==> config.mk <==
export PLATFORM = sky130hd
export DESIGN_NAME = phase_lock_agg
export DESIGN_NICKNAME = d
export VERILOG_FILES = /design/src/rtl/plk_pkg.sv /design/src/rtl/plk_activity.sv /design/src/rtl/plk_sources.sv /design/src/rtl/plk_lock_qual.sv /design/src/rtl/phase_lock_agg.sv
export SDC_FILE = /design/constraint.sdc
export NUM_CORES = 1
export LEC_CHECK = 0
export CORE_MARGIN = 2
export CORE_UTILIZATION = 51
export DETAILED_ROUTE_END_ITERATION = 10
export GPL_TIMING_DRIVEN = 0
export MAX_ROUTING_LAYER = met4
export PLACE_DENSITY = 0.87
export SYNTH_ARGS = -nofsm -noshare
export SYNTH_HDL_FRONTEND = slang
export SYNTH_SLANG_ARGS = --single-unit
==> constraint.sdc <==
create_clock -name clk -period 3.5 [get_ports clk]
set_clock_uncertainty 0.2 [all_clocks]
set_input_delay 0.525 -clock clk [delete_from_list [all_inputs] [get_ports clk]]
set_output_delay 0.525 -clock clk [all_outputs]
set_load 0.01 [all_outputs]
==> src/rtl/plk_pkg.sv <==
package plk_pkg;
    localparam int NSRC      = 4;
    localparam int SRC_FINE  = 0;
    localparam int SRC_SLIP  = 1;
    localparam int SRC_LIMIT = 2;
    localparam int SRC_IDLE  = 3;
    typedef logic [NSRC-1:0] src_vec_t;
endpackage

==> src/rtl/plk_activity.sv <==
module plk_activity #(
    parameter int TO_W = 16
) (
    input  logic            clk,
    input  logic            rst_n,
    input  logic            ref_tick,
    input  logic [TO_W-1:0] act_timeout,
    output logic            no_act
);
    typedef struct packed {
        logic [TO_W-1:0] idle;
    } act_st_t;

    act_st_t st_d, st_q;

    always_comb begin
        st_d = st_q;
        if (ref_tick) begin
            st_d.idle = '0;
        end else if (st_q.idle != '1) begin
            st_d.idle = st_q.idle + 1'b1;
        end
        no_act = (st_q.idle >= act_timeout);
    end

    always_ff @(posedge clk or negedge rst_n) begin
        if (!rst_n) st_q <= '0;
        else        st_q <= st_d;
    end

    // a reference edge always restarts the idle window
    a_r4_tick_restarts: assert property (@(posedge clk) disable iff (!rst_n)
        ref_tick |=> (!no_act || act_timeout == '0 || !$stable(act_timeout)));
endmodule

==> src/rtl/plk_sources.sv <==
module plk_sources #(
    parameter int PHASE_W = 12,
    parameter int SLIP_W  = 13
) (
    input  logic signed [PHASE_W-1:0] fine_err,
    input  logic [PHASE_W-1:0]        fine_thr,
    input  logic [SLIP_W-1:0]         slip_cnt,
    input  logic [3:0]                range_code,
    input  logic                      dco_at_min,
    input  logic                      dco_at_max,
    input  logic                      no_act,
    input  plk_pkg::src_vec_t         src_en,
    output plk_pkg::src_vec_t         loss_vec
);
    import plk_pkg::*;

    localparam int MAG_W = PHASE_W + 1;

    logic [MAG_W-1:0]  ext_err;
    logic [MAG_W-1:0]  err_mag;
    logic [SLIP_W-1:0] slip_lim;
    src_vec_t          raw;

    always_comb begin
        ext_err = {fine_err[PHASE_W-1], fine_err};
        err_mag = ext_err[MAG_W-1] ? (~ext_err + 1'b1) : ext_err;
        if (int'(range_code) >= SLIP_W) begin
            slip_lim = '1;
        end else begin
            slip_lim = {{(SLIP_W-1){1'b0}}, 1'b1} << range_code;
        end
        raw            = '0;
        raw[SRC_FINE]  = err_mag > {1'b0, fine_thr};
        raw[SRC_SLIP]  = slip_cnt >= slip_lim;
        raw[SRC_LIMIT] = dco_at_min | dco_at_max;
        raw[SRC_IDLE]  = no_act;
    end

    for (genvar g = 0; g < NSRC; g++) begin : g_mask
        assign loss_vec[g] = raw[g] & src_en[g];
    end
endmodule

==> src/rtl/plk_lock_qual.sv <==
module plk_lock_qual #(
    parameter int CNT_W = 16
) (
    input  logic              clk,
    input  logic              rst_n,
    input  logic              ref_tick,
    input  plk_pkg::src_vec_t loss_vec,
    input  logic [CNT_W-1:0]  lock_cycles,
    output logic              lost,
    output logic              locked
);
    typedef struct packed {
        logic             lost;
        logic             locked;
        logic [CNT_W-1:0] cnt;
    } lq_st_t;

    lq_st_t st_d, st_q;
    logic   loss_any;

    always_comb begin
        loss_any  = |loss_vec;
        st_d      = st_q;
        st_d.lost = loss_any;
        if (loss_any) begin
            st_d.cnt    = '0;
            st_d.locked = 1'b0;
        end else begin
            if (ref_tick && st_q.cnt != '1) st_d.cnt = st_q.cnt + 1'b1;
            st_d.locked = st_q.locked | (st_d.cnt >= lock_cycles);
        end
    end

    always_ff @(posedge clk or negedge rst_n) begin
        if (!rst_n) st_q <= '0;
        else        st_q <= st_d;
    end

    assign lost   = st_q.lost;
    assign locked = st_q.locked;

    // loss removes lock at the next edge
    a_r7_loss_unlocks: assert property (@(posedge clk) disable iff (!rst_n)
        loss_any |=> (!locked && lost));
    // lock is only gained after a clean cycle
    a_r6_lock_after_clean: assert property (@(posedge clk) disable iff (!rst_n)
        $rose(locked) |-> $past(!loss_any));
endmodule

==> src/rtl/phase_lock_agg.sv <==
module phase_lock_agg #(
    parameter int PHASE_W = 12,
    parameter int SLIP_W  = 13,
    parameter int CNT_W   = 16,
    parameter int TO_W    = 16
) (
    input  logic                      clk,
    input  logic                      rst_n,
    input  logic                      ref_tick,
    input  logic signed [PHASE_W-1:0] fine_err,
    input  logic [PHASE_W-1:0]        fine_thr,
    input  logic [SLIP_W-1:0]         slip_cnt,
    input  logic [3:0]                range_code,
    input  logic                      dco_at_min,
    input  logic                      dco_at_max,
    input  logic [3:0]                src_en,
    input  logic [CNT_W-1:0]          lock_cycles,
    input  logic [TO_W-1:0]           act_timeout,
    output logic                      phase_lost,
    output logic                      phase_locked,
    output logic                      acq_bw,
    output logic                      near_edge_ok
);
    import plk_pkg::*;

    logic     no_act;
    src_vec_t loss_vec;

    plk_activity #(.TO_W(TO_W)) i_act (
        .clk(clk), .rst_n(rst_n), .ref_tick(ref_tick),
        .act_timeout(act_timeout), .no_act(no_act)
    );

    plk_sources #(.PHASE_W(PHASE_W), .SLIP_W(SLIP_W)) i_src (
        .fine_err(fine_err), .fine_thr(fine_thr), .slip_cnt(slip_cnt),
        .range_code(range_code), .dco_at_min(dco_at_min), .dco_at_max(dco_at_max),
        .no_act(no_act), .src_en(src_en), .loss_vec(loss_vec)
    );

    plk_lock_qual #(.CNT_W(CNT_W)) i_lq (
        .clk(clk), .rst_n(rst_n), .ref_tick(ref_tick), .loss_vec(loss_vec),
        .lock_cycles(lock_cycles), .lost(phase_lost), .locked(phase_locked)
    );

    assign acq_bw       = ~phase_locked;
    assign near_edge_ok = phase_locked;

    // with every source masked, loss is never reported
    a_r5_all_masked: assert property (@(posedge clk) disable iff (!rst_n)
        (src_en == 4'b0000) |=> !phase_lost);
endmodule

==> impl_results.md <==
- Number of cells in the finished layout apart from fillers: 601
- Hold buffer count at CTS: 0
- Wire length reported by the detailed router: 8.808 mm
- Setup repair after global routing missed its margin: true
- Overall die height: 86.48 µm
- Reg-to-reg endpoint: i_lq.locked
- Failing checks: setup timing
- Critical setup path kind: in2reg
- Total negative slack for setup checks: -3.723 ns
- Highest signal layer in the routed design: met4
- Floorplan die area: 7479 µm²
- Fraction of layout cells with a size suffix above 1: 12.09%
- Path type of the worst min-delay path: in2async
- Met3 wire length: slightly below 500 µm
- H-tree lvl count: 2
- Logic pwr share: 34.8%
- Largest net degree at the start of global routing: 35
- Outcome: finished, violations left
- Drt wl/cell: 14.66 µm
- Crit path required time: roughly 3.5 ns
- Placement row count: 30
- Part of the total power dissipated in sequential elements: between 30% and 40%
- Clock tree from TritonCTS: built
- Met2 routed WL: 4.335 mm
- Clock Path Buffers: 2
- Total power per unit cell area: 218.4 nW/µm²
- Violation count after the first detailed-route iteration: 97
- Clock tree root driver cell: sky130_fd_sc_hd__clkbuf_8
- Total congestion overflow after global routing: 0
- Routability Congestion: just over 0.9
- Gate count of the mapped netlist: 419
- Leak: 2.253 nW
- Wire length of the first global-routing pass: ~14 mm
- Number of fill cells: 474
- Max FO, Critical Path: 5
- Top_reg_cell synth: sky130_fd_sc_hd__dfrtp_1
- VDD IR max: 0.0002212 V
- Fraction of the yosys area taken by sequential cells: between 20% and 30%
- Number of synthesized register bits: 34
- Netlist area before placement: 3470 µm²
- Number of antenna violations at the first check in global routing: 0
- Cell depth of the worst flop-to-flop path: 12
- Synthesis-to-finish area growth: 38.23%
- Half-perimeter wire length of the detailed placement result: ~6.3 mm
- Cell internal power dissipation: 0.0007314 W
- Max-slew violation count: 0
- Cells after DPL: 582
- Clk pwr share: 26.1%
- Port Buffer Count: 83
- Via count: 3339
- Worst slew margin relative to its limit: 49.92%
- Critical path capture point type: register
- Number of max-capacitance violations reported: 0
- Number of failing hold endpoints at the final stage: 0
- Final-stage net count: ~660
- Worst path setup slack after routing: -0.2724 ns
- Router iterations before antenna repair: 4
- Diodes inserted: 0
- Startpoint types: input port
- Total nets after synthesis: 561
- Initial standard-cell utilization of the core: 51.93%
- GRT Util Overall: 23.70%
- Met1 WL: 3.762 mm
- Average vias per placed instance: 5.556
- Latest clock arrival within the worst-skew pair: 0.29 ns
- Period utilization: 107.8%
- Synth warn: 0
- Number of antenna-violating nets in the routed design: 0
- Peak Freq: around 270 MHz
- Number of different library cells in the post-synthesis netlist: 47
- Final Setup Violations: 18
- Psw: 0.0003162 W
- Inserted Clock Buffers: 5
- Die W: a little under 90 µm
- Async set or reset register ratio after synthesis: 100.0%
- Switch share: 30.19%
- Post-route minimum period: ~3.8 ns
- Top Ports: 86
- Detailed-route DRC error count: 0
- Data arrival at the endpoint of the critical path: 3.78 ns
- Core region area: 6681 µm²
- Worst slew pin tran: between 0.7 and 0.8 ns
- Syn Area/Cell: roughly 8.3 µm²
- Number of sinks handled by clock tree synthesis: 34
- R2R Path Start: i_lq.st_q[8]
- Via count of the first global-routing pass: 3307
- Register clock-pin slew on the reported worst setup and hold paths: 0.07 ns
- Count of flip-flops with a built-in enable after synthesis: 0
- Setup slack of the worst register-to-register path: between 0.2 and 0.3 ns
[worst max-delay path by stage]
stage                      from       endpoint  slack, ns  depth (start not counted)
finish              fine_err[4]    i_lq.locked      -0.27                         16
global route        fine_err[4]   i_lq.st_q[4]      -0.42                         16
CTS                 fine_err[1]   i_lq.st_q[4]      -0.34                         17
detailed placement  fine_err[0]  i_lq.st_q[11]      -1.00                         17
global placement    fine_err[0]  i_lq.st_q[11]      -0.97                         17
floorplan           fine_err[0]  i_lq.st_q[11]      -0.08                         16
[kinds of logic after synthesis]
group,after synthesis,synth area share (%)
and+or+nand+nor,160,23.87
AOI/OAI and AO/OA,73,13.78
adders and majority gates,61,21.93
buffers and inverters,55,6.744
xor gates and xnor gates,35,8.835
DFF,34,24.52
muxes,1,0.3245
[critical path, stage by stage]
cell and delay (ns):
sky130_fd_sc_hd__clkdlybuf4s15_1 0.26, sky130_fd_sc_hd__nor3_2 0.19, sky130_fd_sc_hd__nand2_2 0.09, sky130_fd_sc_hd__or3_4 0.34
sky130_fd_sc_hd__or3_4 0.36, sky130_fd_sc_hd__nand2_1 0.12, sky130_fd_sc_hd__xnor2_1 0.09, sky130_fd_sc_hd__ha_1 0.31
sky130_fd_sc_hd__and3_4 0.20, sky130_fd_sc_hd__nand4_1 0.09, sky130_fd_sc_hd__o31ai_2 0.19, sky130_fd_sc_hd__a21oi_1 0.08
sky130_fd_sc_hd__or4_4 0.51, sky130_fd_sc_hd__buf_6 0.16, sky130_fd_sc_hd__buf_12 0.14, sky130_fd_sc_hd__a31oi_4 0.13
[state kept, by name, summed over array words and instances, names as in the netlist]
name         cells
i_act.st_q      16
i_lq.locked      1
i_lq.lost        1
i_lq.st_q       16
[per-layer routing]
layer | vias up | GRT usage [%]
met1 | 1542 | 28.65
met4 | 0 | 7.244
met3 | 26 | 2.476
li1 | 1668 | -
met2 | 103 | 41.61
met5 | - | -
[cells in the mapped netlist, types with 4 or more instances]
master	n	area, µm²
sky130_fd_sc_hd__nor3_1	8	40.04
sky130_fd_sc_hd__nand2_1	41	153.9
sky130_fd_sc_hd__ha_1	60	750.7
sky130_fd_sc_hd__a31oi_1	4	25.02
sky130_fd_sc_hd__nor2b_2	6	52.55
sky130_fd_sc_hd__or3_1	4	25.02
sky130_fd_sc_hd__nor2_1	31	116.4
sky130_fd_sc_hd__clkbuf_1	6	22.52
sky130_fd_sc_hd__xnor2_1	21	183.9
sky130_fd_sc_hd__a211oi_1	8	60.06
sky130_fd_sc_hd__inv_1	46	172.7
sky130_fd_sc_hd__o21ai_0	15	75.07
sky130_fd_sc_hd__xor2_1	14	122.6
sky130_fd_sc_hd__nor2b_1	8	50.05
sky130_fd_sc_hd__dfrtp_1	34	850.8
sky130_fd_sc_hd__and2_1	5	31.28
sky130_fd_sc_hd__nand4_1	12	75.07
sky130_fd_sc_hd__a21oi_1	23	115.1
sky130_fd_sc_hd__and2b_1	6	45.04
sky130_fd_sc_hd__o31ai_1	4	30.03
sky130_fd_sc_hd__and3_1	9	56.30
sky130_fd_sc_hd__nand3_1	19	95.09
[final cells by class]
| type | count | area, µm² | share of cell area (%) |
|---|---|---|---|
| inverters | 46 | 190.2 | 3.966 |
| repair buffers | 95 | 949.7 | 19.80 |
| clock buffers | 5 | 68.82 | 1.435 |
| multi-input cells | 330 | 2564 | 53.46 |
| flip-flops and latches | 34 | 850.8 | 17.74 |
| plain buffers | 9 | 62.56 | 1.304 |
| clock inverters | 2 | 10.01 | 0.2087 |
| well taps | 80 | 100.1 | 2.087 |
[power groups by stage]
stage	sequential, W	clock (W)	combinational (W)
after global routing	0.000410	0.000288	0.000406
after global placement	0.000416	0	0.000297
after detailed placement	0.000416	0	0.000308
after CTS	0.000409	0.000275	0.000349
after floorplan	0.000415	0	0.000163
final	0.000409	0.000274	0.000365
[cell usage in the layout (no fill, tap or decap), drive strengths merged, types with 5 or more instances in the layout]
cell / synthesis / layout
a211oi: 9 / 9
a21oi: 24 / 24
a31oi: 5 / 5
and2: 5 / 5
and2b: 6 / 6
and3: 9 / 9
buf: 3 / 20
clkbuf: 6 / 11
clkdlybuf4s50: 0 / 75
dfrtp: 34 / 34
ha: 60 / 60
inv: 46 / 46
nand2: 41 / 41
nand3: 19 / 19
nand4: 12 / 12
nor2: 31 / 31
nor2b: 14 / 14
nor3: 9 / 9
o21ai: 16 / 16
xnor2: 21 / 21
xor2: 14 / 14
[what timing repair did]
action / 4_1_cts / 5_1_grt
endpoints found under the setup margin: 18 / 18
hold endpoints to repair: 0 / 0
resized for setup: 45 / 20
buffers inserted: 7 / 4
cloned: 2 / 0
pin swaps: 13 / 14
[per-stage QoR]
stage / area (µm²) / power [W] / setup slack (ns) / utilization (%) / hold slack [ns]
CTS: 4692 / 0.001032 / -0.3390 / 70.22 / 0.1270
floorplan: 3510 / 0.0005780 / -0.07628 / - / 0.02941
global route: 4796 / 0.001103 / -0.4196 / 71.78 / 0.1698
detailed placement: 4436 / 0.0007244 / -1.003 / 66.39 / 0.3521
global placement: 4441 / 0.0007129 / -0.9672 / 66.46 / 0.3426
finish: 4796 / 0.001048 / -0.2724 / 71.78 / 0.1038
Power figures use the tool's default switching activity.
